## config.mk

```make
export PLATFORM = sky130hd
export DESIGN_NAME = rst_cause_ctrl
export DESIGN_NICKNAME = d
export VERILOG_FILES = /design/src/rtl/rst_cause_pkg.sv /design/src/rtl/rst_pwr_sync.sv /design/src/rtl/rst_pin_filter.sv /design/src/rtl/rst_pin_pulser.sv /design/src/rtl/rst_cause_flags.sv /design/src/rtl/rst_cause_ctrl.sv
export SDC_FILE = /design/constraint.sdc
export NUM_CORES = 1
export LEC_CHECK = 0
export BUFFER_PORTS_ARGS = -buffer_cell sky130_fd_sc_hd__buf_2
export CAP_MARGIN = 15
export CORE_MARGIN = 3
export CORE_UTILIZATION = 36
export CTS_BUF_LIST = sky130_fd_sc_hd__clkbuf_8
export CTS_CLUSTER_DIAMETER = 60
export DETAILED_ROUTE_END_ITERATION = 10
export GPL_ROUTABILITY_DRIVEN = 0
export SLEW_MARGIN = 30
export SYNTH_ARGS = -nofsm -noshare
export SYNTH_HDL_FRONTEND = slang
export SYNTH_SLANG_ARGS = --single-unit
```

## constraint.sdc

```tcl
create_clock -name clk -period 4.2 [get_ports clk]
set_clock_uncertainty 0.05 [all_clocks]
set_input_delay 1.26 -clock clk [delete_from_list [all_inputs] [get_ports clk]]
set_output_delay 1.26 -clock clk [all_outputs]
set_load 0.005 [all_outputs]
```

## src/rtl/rst_cause_pkg.sv

```systemverilog
package rst_cause_pkg;

  localparam int NUM_FLAGS = 8;
  localparam int FLG_PWRON = 0;
  localparam int FLG_STBY  = 1;
  localparam int FLG_PIN   = 2;
  localparam int FLG_WWDG  = 3;
  localparam int FLG_IWDG  = 4;
  localparam int FLG_SW    = 5;
  localparam int FLG_LPSEC = 6;
  localparam int FLG_OPTLD = 7;

  typedef enum logic [1:0] {
    PIN_BIDIR  = 2'b00,
    PIN_INPUT  = 2'b01,
    PIN_GPIO   = 2'b10,
    PIN_GPIO_B = 2'b11
  } pin_mode_e;

  typedef enum logic [1:0] {
    PS_IDLE  = 2'b00,
    PS_PULSE = 2'b01,
    PS_HOLD  = 2'b10
  } pulse_state_e;

  // Clock cycles covering a duration in nanoseconds, rounded up.
  function automatic int unsigned ns_to_cycles(input longint unsigned hz,
                                               input longint unsigned ns);
    longint unsigned prod;
    prod = (hz / 64'd1000) * ns;
    return 32'((prod + 64'd999_999) / 64'd1_000_000);
  endfunction

endpackage

```

## src/rtl/rst_pwr_sync.sv

```systemverilog
module rst_pwr_sync #(
  parameter int STAGES = 2
) (
  input  logic clk,
  input  logic trig,
  output logic rst
);
  logic [STAGES-1:0] chain;

  always_ff @(posedge clk or posedge trig) begin
    if (trig) chain <= '1;
    else      chain <= {chain[STAGES-2:0], 1'b0};
  end

  assign rst = chain[STAGES-1];

  // Release only after a clock edge with no power trigger.
  assert_release_lag_R1: assert property (@(posedge clk)
    $fell(rst) |-> !$past(trig));

  assert_trig_holds_R1: assert property (@(posedge clk)
    trig |-> rst);

endmodule

```

## src/rtl/rst_pin_filter.sv

```systemverilog
module rst_pin_filter #(
  parameter int unsigned FILT_CYC    = 4,
  parameter int          SYNC_STAGES = 2,
  parameter int unsigned BLANK_CYC   = 3
) (
  input  logic clk,
  input  logic rst,
  input  logic pin_in,
  input  logic enable,
  input  logic self_drive,
  output logic pin_low,
  output logic pin_valid
);
  localparam int CW = $clog2(FILT_CYC + 1);
  localparam int BW = $clog2(BLANK_CYC + 1);

  logic [SYNC_STAGES-1:0] sync_q;
  logic [CW-1:0]          low_cnt;
  logic [BW-1:0]          blank_cnt;
  logic                   masked;

  always_ff @(posedge clk or posedge rst) begin
    if (rst) sync_q <= '1;
    else     sync_q <= {sync_q[SYNC_STAGES-2:0], pin_in};
  end

  assign pin_low = !sync_q[SYNC_STAGES-1];

  // Blanking covers the own drive plus the synchroniser delay after it.
  always_ff @(posedge clk or posedge rst) begin
    if (rst)                 blank_cnt <= '0;
    else if (self_drive)     blank_cnt <= BW'(BLANK_CYC);
    else if (blank_cnt != 0) blank_cnt <= blank_cnt - 1'b1;
  end

  assign masked = self_drive || (blank_cnt != 0);

  always_ff @(posedge clk or posedge rst) begin
    if (rst) begin
      low_cnt   <= '0;
      pin_valid <= 1'b0;
    end else if (!enable || masked || !pin_low) begin
      low_cnt   <= '0;
      pin_valid <= 1'b0;
    end else if (low_cnt == CW'(FILT_CYC - 1)) begin
      pin_valid <= 1'b1;
    end else begin
      low_cnt <= low_cnt + 1'b1;
    end
  end

  assert_no_self_R9: assert property (@(posedge clk) disable iff (rst)
    masked |=> !$rose(pin_valid));

  assert_valid_low_R8: assert property (@(posedge clk) disable iff (rst)
    $rose(pin_valid) |-> $past(pin_low));

endmodule

```

## src/rtl/rst_pin_pulser.sv

```systemverilog
module rst_pin_pulser
  import rst_cause_pkg::*;
#(
  parameter int unsigned PULSE_CYC = 320
) (
  input  logic clk,
  input  logic rst,
  input  logic int_req,
  input  logic holder_en,
  input  logic pin_low,
  output logic active
);
  localparam int CW = $clog2(PULSE_CYC + 1);
  localparam logic [CW-1:0] LOAD = CW'(PULSE_CYC - 1);

  pulse_state_e  st;
  logic [CW-1:0] cnt;
  logic          pulse_done;

  assign pulse_done = (st == PS_PULSE) && !int_req && (cnt == '0);

  // A power reset itself counts as an internal event: restart the pulse.
  always_ff @(posedge clk or posedge rst) begin
    if (rst) begin
      st  <= PS_PULSE;
      cnt <= LOAD;
    end else begin
      case (st)
        PS_IDLE: if (int_req) begin
          st  <= PS_PULSE;
          cnt <= LOAD;
        end
        PS_PULSE: begin
          if (int_req)         cnt <= LOAD;
          else if (pulse_done) st  <= (holder_en && !pin_low) ? PS_HOLD : PS_IDLE;
          else                 cnt <= cnt - 1'b1;
        end
        PS_HOLD: begin
          if (int_req) begin
            st  <= PS_PULSE;
            cnt <= LOAD;
          end else if (pin_low) begin
            st <= PS_IDLE;
          end
        end
        default: st <= PS_IDLE;
      endcase
    end
  end

  assign active = (st != PS_IDLE);

  // Run length of the drive, for the minimum-width check.
  logic [31:0] run_len;
  always_ff @(posedge clk or posedge rst) begin
    if (rst)         run_len <= '0;
    else if (active) run_len <= run_len + 1'b1;
    else             run_len <= '0;
  end

  assert_min_pulse_R6: assert property (@(posedge clk) disable iff (rst)
    $fell(active) |-> (run_len >= 32'(PULSE_CYC)));

  assert_event_drives_R6: assert property (@(posedge clk) disable iff (rst)
    int_req |=> active);

  assert_hold_wait_R7: assert property (@(posedge clk) disable iff (rst)
    (st == PS_HOLD && !pin_low && !int_req) |=> active);

endmodule

```

## src/rtl/rst_cause_flags.sv

```systemverilog
module rst_cause_flags #(
  parameter int NF = 8
) (
  input  logic          clk,
  input  logic          pwr_trig,
  input  logic          pwr_hold,
  input  logic [NF-1:0] pwr_set,
  input  logic [NF-1:0] sys_set,
  input  logic          clr,
  output logic [NF-1:0] flags
);
  // Power events overwrite; afterwards set-dominant sticky behaviour.
  always_ff @(posedge clk) begin
    if (pwr_trig)      flags <= pwr_set;
    else if (pwr_hold) flags <= flags;
    else               flags <= (clr ? '0 : flags) | sys_set;
  end

  assert_set_R3: assert property (@(posedge clk) disable iff (pwr_hold || pwr_trig)
    (sys_set != '0) |=> ((flags & $past(sys_set)) == $past(sys_set)));

  assert_keep_R4: assert property (@(posedge clk) disable iff (pwr_hold || pwr_trig)
    !clr |=> ((flags & $past(flags)) == $past(flags)));

  assert_pwr_load_R4: assert property (@(posedge clk)
    pwr_trig |=> (flags == $past(pwr_set)));

  assert_clear_R5: assert property (@(posedge clk) disable iff (pwr_hold || pwr_trig)
    (clr && sys_set == '0) |=> (flags == '0));

endmodule

```

## src/rtl/rst_cause_ctrl.sv

```systemverilog
module rst_cause_ctrl
  import rst_cause_pkg::*;
#(
  parameter int unsigned CLK_HZ      = 16_000_000,
  parameter int unsigned PULSE_NS    = 20_000,
  parameter int unsigned FILT_CYC    = 4,
  parameter int          SYNC_STAGES = 2
) (
  input  logic                 clk,
  input  logic                 bor_req,
  input  logic                 stby_exit,
  input  logic                 shdn_exit,
  input  logic                 pin_in,
  input  logic                 wwdg_evt,
  input  logic                 iwdg_evt,
  input  logic                 sw_req,
  input  logic                 lpsec_evt,
  input  logic                 optld_req,
  input  logic                 flag_clr,
  input  logic [1:0]           pin_mode,
  input  logic                 holder_en,
  output logic                 pwr_rst,
  output logic                 sys_rst,
  output logic                 pin_drive_low,
  output logic [NUM_FLAGS-1:0] cause_flags
);
  localparam int unsigned PULSE_CYC = ns_to_cycles(64'(CLK_HZ), 64'(PULSE_NS));
  localparam int unsigned BLANK_CYC = 32'(SYNC_STAGES) + 1;
  localparam int unsigned SYS_TAIL  = 2;
  localparam int          TW        = $clog2(SYS_TAIL + 1);

  pin_mode_e mode;
  logic pwr_trig, int_req, sys_req;
  logic bidir, pin_en;
  logic drive_active, pin_low, pin_valid;
  logic [NUM_FLAGS-1:0] pwr_set, sys_set;
  logic [TW-1:0] sys_tail;

  assign mode   = pin_mode_e'(pin_mode);
  assign bidir  = (mode == PIN_BIDIR);
  assign pin_en = (mode == PIN_BIDIR) || (mode == PIN_INPUT);

  assign pwr_trig = bor_req | stby_exit | shdn_exit;
  assign int_req  = wwdg_evt | iwdg_evt | sw_req | lpsec_evt | optld_req;

  rst_pwr_sync #(.STAGES(SYNC_STAGES)) u_pwr (
    .clk  (clk),
    .trig (pwr_trig),
    .rst  (pwr_rst)
  );

  rst_pin_pulser #(.PULSE_CYC(PULSE_CYC)) u_pulse (
    .clk       (clk),
    .rst       (pwr_rst),
    .int_req   (int_req),
    .holder_en (holder_en & bidir),
    .pin_low   (pin_low),
    .active    (drive_active)
  );

  assign pin_drive_low = drive_active & bidir;

  rst_pin_filter #(
    .FILT_CYC    (FILT_CYC),
    .SYNC_STAGES (SYNC_STAGES),
    .BLANK_CYC   (BLANK_CYC)
  ) u_filt (
    .clk        (clk),
    .rst        (pwr_rst),
    .pin_in     (pin_in),
    .enable     (pin_en),
    .self_drive (pin_drive_low),
    .pin_low    (pin_low),
    .pin_valid  (pin_valid)
  );

  always_comb begin
    pwr_set = '0;
    pwr_set[FLG_PWRON] = bor_req | shdn_exit;
    pwr_set[FLG_STBY]  = stby_exit;
    sys_set = '0;
    sys_set[FLG_PIN]   = pin_valid;
    sys_set[FLG_WWDG]  = wwdg_evt;
    sys_set[FLG_IWDG]  = iwdg_evt;
    sys_set[FLG_SW]    = sw_req;
    sys_set[FLG_LPSEC] = lpsec_evt;
    sys_set[FLG_OPTLD] = optld_req;
  end

  rst_cause_flags #(.NF(NUM_FLAGS)) u_flags (
    .clk      (clk),
    .pwr_trig (pwr_trig),
    .pwr_hold (pwr_rst),
    .pwr_set  (pwr_set),
    .sys_set  (sys_set),
    .clr      (flag_clr),
    .flags    (cause_flags)
  );

  assign sys_req = pwr_rst | bor_req | int_req | pin_valid | pin_drive_low;

  always_ff @(posedge clk) begin
    if (sys_req)            sys_tail <= TW'(SYS_TAIL);
    else if (sys_tail != 0) sys_tail <= sys_tail - 1'b1;
  end

  assign sys_rst = sys_req | (sys_tail != '0);

  assert_pin_reaches_sys_R2: assert property (@(posedge clk)
    pin_valid |-> sys_rst);

  assert_sys_tail_R2: assert property (@(posedge clk) disable iff (pwr_rst)
    $fell(sys_rst) |-> (!$past(sys_req) && !$past(sys_req, 2)));

  assert_gpio_no_pin_R10: assert property (@(posedge clk) disable iff (pwr_rst)
    !pin_en |=> !pin_valid);

endmodule

```

# Word-level counts from Yosys, hierarchy flattened
# Cells that the tools add are included.
# word_totals
regBits	31
elab_cells	82
inputBits	14
out_inout_bits	11
# op_classes
bitwise	15
addsub	4
n_mux	20
reduce_logical	21
n_eq_ne	12
# ops
op	n
two-way mux 9 bit	3
two-way mux 2 bit	10
one-hot mux 9 bit (2 select lines)	1
OR 1 bit	12
nonzero test 2 bit	6
zero test 9 bit	1
subtractor 9 x 1 -> 9 bit, second input constant	1
two-way mux 8 bit	1
inequality test 2 x 1 -> 1 bit, second input constant	4
OR 8 bit	1
two-way mux 3 bit	2
inequality test 3 bit, second input constant	2
one-hot mux 2 bit (3 select lines)	1
equality test 2 x 1 -> 1 bit, second input constant	2
zero test 2 bit	2
logical OR 1 bit	4
inequality test 2 bit, second input constant	2
AND reduction 4 bit	1
subtractor 2 x 1 -> 2 bit, second input constant	2
adder 3 x 1 -> 3 bit, second input constant	1
equality test 3 x 2 -> 1 bit, second input constant	1
logical AND 1 bit	3
AND reduction 3 bit	1
AND 1 bit	2
other kinds (4)	6

# Longest topological paths before layout
# Gate-level depths: netlist (run 1).
# depth
ltp_word	10
depth_mapped	6

# Hierarchy
# Synthesis (run 1) repeated with hierarchy kept, for this count alone.
# unflattened
hier_cells	169
area_unflattened_um2	1692.9
# by_module_without_submodules
module	instances	area_each_um2	cells_each
rst_pin_pulser	1	656.9	72
rst_cause_flags	1	432.9	42
rst_pin_filter	1	374.1	30
rst_cause_ctrl	1	168.9	21
rst_pwr_sync	1	60.1	4

# Worst setup path after synthesis (run 1)
# OpenSTA, ideal clock, no wires.
# synth_timing
path_type	input-to-output
from	input wwdg_evt
to	output sys_rst
slack_ps	753
t_required_ps	2890
arrival_time_ps	2137
n_path_buf	0
path_stages	4
path_cell_list	or3_1 > nor3_1 > and3_1 > nand2_1
# synth_via
elab_chain_cells	8
# synth_lines
element	line_no	rtl
start, declared	rst_cause_ctrl.sv:14	input logic wwdg_evt,
OR 1 bit (4 in series)	rst_cause_ctrl.sv:44	assign int_req = wwdg_evt | iwdg_evt | sw_req | lpsec_evt | optld_req;
OR 1 bit (3 in series)	rst_cause_ctrl.sv:100	assign sys_req = pwr_rst | bor_req | int_req | pin_valid | pin_drive_low;
OR 1 bit	rst_cause_ctrl.sv:107	assign sys_rst = sys_req | (sys_tail != '0);
end, declared	rst_cause_ctrl.sv:23	output logic sys_rst,
# No other way between the ends.

# Worst setup path after layout (run 1)
# Ends and elaborated chain as after synthesis.

==> metrics, run 1 <==
status=complete, no violations; HPWL Detailed=2400 µm; Reg-to-Reg End=u_flags.flags[0]; Setup violations, final=0; # resized after CTS=0; synth-to-layout area growth=16.3%; Via Count=1,165; 1st-iter DRT viols=between 60 and 70; std cell rows=22; Critical R2R Launch=u_pwr.chain[1]; die width=70.3 µm; worst-case reg-to-reg path depth=3; post-synth cell types=46; largest area contributor in the netlist=dfstp_2; drt pass-1 iters=4; Final Hold Vio Count=0; CTS root buffer=clkbuf_8; Hold Crit Class=reg -> reg; die height=70.3 µm; CP Launch Type=input port; Post-CTS Setup Inserts=0; CTS tree=done; Max-Cap Viols=0; number of port buffers=24; Worst slew margin=44.5%; Critical Path Sink Type=primary output; Period minus WS final=around 3700 ps; Reg clk slew, reported paths=60 ps; Final Max Slew Viols=0; Remaining DRCs=0; Core ar.=about 0.0038 mm²; hold path start=u_filt.sync_q[0]; IO Count=25; Sink Count=31; starting density of the core=38.8%; final wirelength=3180 µm; Seq cells post-synth=31; initial antenna violation count=0; layout cells sized above 1=31.8%; FF-to-FF setup slack=roughly 2000 ps; pwr dens=353 mW/mm²; peak supply drop=0.251 mV; FF/Latch Area=761 µm²; Period Utilization, post-route=89.2%; Yosys top cell area share=21.2%; H-tree Lvls=2; required time worst endpoint=2890 ps; Fillers=about 360; CP Data Arrival Time=2440 ps; die area=0.00494 mm²; GRT Util Overall=13.7%; Mapped Area=between 0.001 and 0.0015 mm²; vias per std cell=5.34; ys async rst share=about two thirds; largest net degree at the start of global routing=21; Crit Path Category=in -> out; RSZ-0062 raised after global routing=no; Syn. warnings=0; # diodes=0; clk_lat worst skew=roughly 280 ps; Worst Max-Slew Pin Slew=between 800 and 900 ps; first-pass GRT wire length=5290 µm; Multi-input gate area=654 µm²; cts bufs inserted=5; Mean Syn Cell Area=approximately 10 µm²; hold endpoint=u_filt.sync_q[1]; top_reg_cell synth=dfstp_2; critical-path maximum fanout=3; CTS max path bufs=2; Final #Nets=188; Placed Area=about 0.0016 mm²; leakage=roughly 0.8 nW; DRT antenna net count=0; GRT Residual Overflow=0; Fmax=approximately 270 MHz; worst hold path depth=0; top cells by area, synth=dfstp_2 21%, dfrtp_1 15%, dfxtp_1 11%; setup TNS=0 ps; sequential share of the synthesized area=51.2%; vias in the first global route=1,170; Wirelength per Cell=about 15 µm; Post-synth EDFFs=2; Post-Syn Instances=142; syn_nets=~160; Final Cell Area=0.00173 mm²; Post-CTS Hold Buffers=0
[layer usage]
metal	GRT usage (%)	up-vias	share of wire (%)
met4	6.38	0	1.9
met5	0	-	0
met3	4.75	8	5.8
li1	-	566	-
met2	21.8	36	48
met1	16.3	555	44
[synth_stat cells (all sizes together) (2+ instances only)]
cell type  count
ha             5
and3           4
a22o           6
nor3           5
clkbuf         4
mux2           2
a21oi          5
nand2          9
and2           3
and2b          2
edfxtp         2
or3            3
or4            2
inv           12
dfstp         12
o21ai          2
a31oi          2
nor2          16
dfrtp          9
a211oi         4
xor2           2
nor4           2
a311oi         3
dfxtp          8
[critical path, stage by stage]
cell and delay (ps):
buf_2 110, or3_1 400, nor3_1 240, and3_1 250, nand2_1 60, buf_2 120
[final cells by class]
cell class / instances / share of cell area (%)
clock inverter: 3 / 0.724
multi-input combinational: 94 / 37.8
sequential: 31 / 44.0
tap: 48 / 3.47
timing repair buffer: 25 / 7.38
clock buffer: 5 / 3.98
inverter: 12 / 2.60
[logic make-up (layout without fill, tap and decap cells)]
| group | after synthesis | in the layout | share of synthesized area [%] |
|---|---|---|---|
| AND/OR/NAND/NOR | 52 | 52 | 19.6 |
| flip-flops | 31 | 31 | 51.2 |
| AO/OA/AOI/OAI | 30 | 30 | 16.0 |
| buffers and inverters | 17 | 45 | 4.80 |
| adder cells (fa/ha/maj) | 5 | 5 | 4.21 |
| XOR/XNOR | 3 | 3 | 1.77 |
| multiplexers | 3 | 3 | 2.19 |
| other | 1 | 1 | 0.252 |
[placed cells by master (no fill, tap or decap), types with 2 or more instances in the layout]
cell type | netlist | layout
nor3_1 | 5 | 5
edfxtp_1 | 2 | 2
or3_2 | 2 | 2
and2_1 | 2 | 2
a22o_1 | 6 | 6
dfrtp_1 | 9 | 9
nand2_1 | 9 | 9
and3_1 | 4 | 4
inv_1 | 12 | 14
a311oi_1 | 3 | 3
dfstp_2 | 12 | 12
ha_1 | 5 | 5
a211oi_1 | 4 | 4
mux2_2 | 2 | 2
xor2_1 | 2 | 2
buf_2 | 0 | 24
nor4_1 | 2 | 2
o21ai_0 | 2 | 2
a31oi_1 | 2 | 2
nor2_1 | 16 | 16
clkbuf_8 | 0 | 5
dfxtp_1 | 8 | 8
a21oi_1 | 5 | 5
[stage by stage]
stage	utilization [%]	cells	hold slack, ps	worst slack [ps]	power [mW]
global placement	43.1	210	296	459	0.389
global route	45.2	218	314	344	0.636
CTS	45.2	218	309	443	0.616
detailed placement	43.1	210	299	443	0.398
finish	45.2	218	306	455	0.610
floorplan	-	142	281	753	0.373
[flip-flops by register name (all words and copies together) (netlist names)]
signal,count
u_pulse.cnt,9
u_pwr.chain,2
sys_tail,2
u_filt.sync_q,2
u_filt.blank_cnt,2
u_pulse.st,2
u_filt.pin_valid,1
u_flags.flags,8
u_filt.low_cnt,3
[power by group]
part	total [mW]	internal (mW)	switching, mW
sequential	0.325	0.317	0.00779
clock	0.217	0.111	0.106
combinational	0.0678	0.0315	0.0363
[how the worst max path moves through the flow]
stage                        start  endpoint
after detailed placement  wwdg_evt   sys_rst
after global routing      wwdg_evt   sys_rst
after CTS                 wwdg_evt   sys_rst
after floorplan           wwdg_evt   sys_rst
final                     wwdg_evt   sys_rst
after global placement    wwdg_evt   sys_rst
No activity file was read; power rests on OpenSTA's default activity.
==> inputs of run 2 (changes only) <==
--- a/config.mk
+++ b/config.mk
@@ -8,11 +8,12 @@
 export BUFFER_PORTS_ARGS = -buffer_cell sky130_fd_sc_hd__buf_2
 export CAP_MARGIN = 15
 export CORE_MARGIN = 3
-export CORE_UTILIZATION = 36
+export CORE_UTILIZATION = 45
 export CTS_BUF_LIST = sky130_fd_sc_hd__clkbuf_8
 export CTS_CLUSTER_DIAMETER = 60
 export DETAILED_ROUTE_END_ITERATION = 10
 export GPL_ROUTABILITY_DRIVEN = 0
+export PLACE_DENSITY = 0.66
 export SLEW_MARGIN = 30
 export SYNTH_ARGS = -nofsm -noshare
 export SYNTH_HDL_FRONTEND = slang
==> run 2 against run 1 <==
  * Worst hold slack got worse by 1.1 ps
  * Register-to-register slack better by 70 ps
  * Sequential power is essentially flat
  * Clock power rose by 29%
  * Setup slack gained 4.7 ps
  * Routed wire length fell by 8.4%
  * Critical path depth is the same
  * Core utilization up 11 points
  * Cell count decreased by 1.8%
  * Power rose by 9.2%
  * Die area fell by 18%
  * Count of clock-buffer cells in the layout unchanged
  * Critical path type unchanged
  * Largest cell class unchanged
==> metrics, run 2 (synthesized netlist as in run 1, its figures left out) <==
FF-to-FF setup slack=2070 ps; hold endpoint=u_filt.sync_q[1]; CP Data Arrival Time=2430 ps; Max-Cap Viols=0; Crit Path Category=in -> out; synth-to-layout area growth=17.8%; setup TNS=0 ps; starting density of the core=around 48%; Core ar.=0.00310 mm²; Final Cell Area=0.00175 mm²; # diodes=0; vias in the first global route=around 1,200; Most Frequent Cell on Critical Path=buf_2; GRT Residual Overflow=0; Via Count=1,163; critical-path maximum fanout=3; Sink Count=31; worst path buffer plus inverter count=2; largest register by flop count=u_pulse.cnt; CTS root buffer=clkbuf_8; Fillers=296; final wirelength=2910 µm; Crit path largest cell delay=roughly 400 ps; worst-case reg-to-reg path depth=3; drt pass-1 iters=4; 1st-iter DRT viols=76; final hold slack=305 ps; Period minus WS final=3740 ps; die area=0.00403 mm²; # resized after CTS=0; Logic pwr share=a little under a tenth; hold path start=u_filt.sync_q[0]; IO Count=25; required time worst endpoint=between 2000 and 3000 ps; Setup violations, final=0; pwr dens=381 mW/mm²; CTS max path bufs=2; die height=63.5 µm; Remaining DRCs=0; biggest regs=u_pulse.cnt: 9 flops, u_flags.flags: 8 flops, u_filt.low_cnt: 3 flops; Critical R2R Launch=u_pwr.chain[1]; clk_lat worst skew=280 ps; vias per std cell=5.43; Hold Crit Class=reg -> reg; cts bufs inserted=5; Fmax=between 200 and 300 MHz; GRT Util Overall=17.0%; worst hold path depth=0; max FFs per register=9; number of port buffers=24; Final Max Slew Viols=0; first-pass GRT wire length=5280 µm; RSZ-0062 raised after global routing=no; layout cells sized above 1=32.4%; largest net degree at the start of global routing=21; Reg power frac=roughly half; Critical Path Sink Type=primary output; Post-CTS Hold Buffers=0; leakage=about 0.79 nW; Worst Max-Slew Pin Slew=791 ps; Multi-input gate area=654 µm²; Sw Ratio=21.8%; critical path's top delay family=simple AND/OR/NAND/NOR gates; H-tree Lvls=2; switching power=0.146 mW; initial antenna violation count=0; slowest CP cell=or3_1; clock network fraction of total power=between 40% and 50%; Worst slew margin=46.9%; commonest non-fill, non-tap cell in the layout=buf_2; FF/Latch Area=roughly 760 µm²; Final Hold Vio Count=0; Design Power=~0.67 mW; CTS tree=done; Final #Nets=188; status=complete, no violations; Reg-to-Reg End=u_flags.flags[0]; peak supply drop=0.181 mV; cell breakdown of the critical path=buf_2 -> or3_1 -> nor3_1 -> and3_1 -> nand2_1 -> buf_2; die width=about 63 µm; Internal Power=around 0.52 mW; most frequent cells in the layout=24 x buf_2, 16 x nor2_1, 12 x inv_1, 12 x dfstp_2; CP Launch Type=input port; Placed Area=0.00164 mm²; DRT antenna net count=0; HPWL Detailed=2150 µm; Reg clk slew, reported paths=60 ps; Wirelength per Cell=between 10 and 15 µm; std cell rows=20; Post-CTS Setup Inserts=0; Period Utilization, post-route=89.1%
-- run 2: worst max path at each step --
stage,startpoint,end,slack [ps],cells after the start
after global placement,wwdg_evt,sys_rst,470,6
final,wwdg_evt,sys_rst,460,6
after CTS,wwdg_evt,sys_rst,440,6
after floorplan,wwdg_evt,sys_rst,750,4
after detailed placement,wwdg_evt,sys_rst,440,6
after global routing,wwdg_evt,sys_rst,320,6
-- run 2: per-layer routing --
layer	global-route usage [%]	vias to the layer above	routed length, µm
li1	-	558	-
met1	21.4	556	1340
met2	26.1	44	1350
met3	6.24	5	188
met4	7.28	0	33
met5	0	-	0
-- run 2: stage by stage --
| stage | cells | worst slack (ps) | util, % |
|---|---|---|---|
| finish | 214 | 459 | 56.4 |
| global route | 214 | 323 | 56.4 |
| CTS | 214 | 440 | 56.4 |
| detailed placement | 206 | 440 | 52.9 |
| global placement | 206 | 470 | 52.9 |
| floorplan | 142 | 753 | - |
-- run 2: layout make-up --
cell class | count | share of cell area (%)
Sequential cell | 31 | 43.5
Multi-Input combinational cell | 94 | 37.4
Clock inverter | 3 | 2.22
Clock buffer | 5 | 3.93
Inverter | 12 | 2.57
Timing Repair Buffer | 25 | 7.29
Tap cell | 44 | 3.15
-- run 2: power by group through the flow --
stage                     combinational (mW)  clock, mW  sequential (mW)
final                                 0.0634      0.279            0.325
after global routing                  0.0743      0.304            0.326
after CTS                             0.0645      0.288            0.325
after detailed placement              0.0639          0            0.330
after global placement                0.0596          0            0.329
after floorplan                       0.0442          0            0.328
-- run 2: worst register-to-register path: stages, from the launching register on --
cell	delay [ps]
dfstp_2	550
inv_1	330
a211oi_1	780
inv_1	150
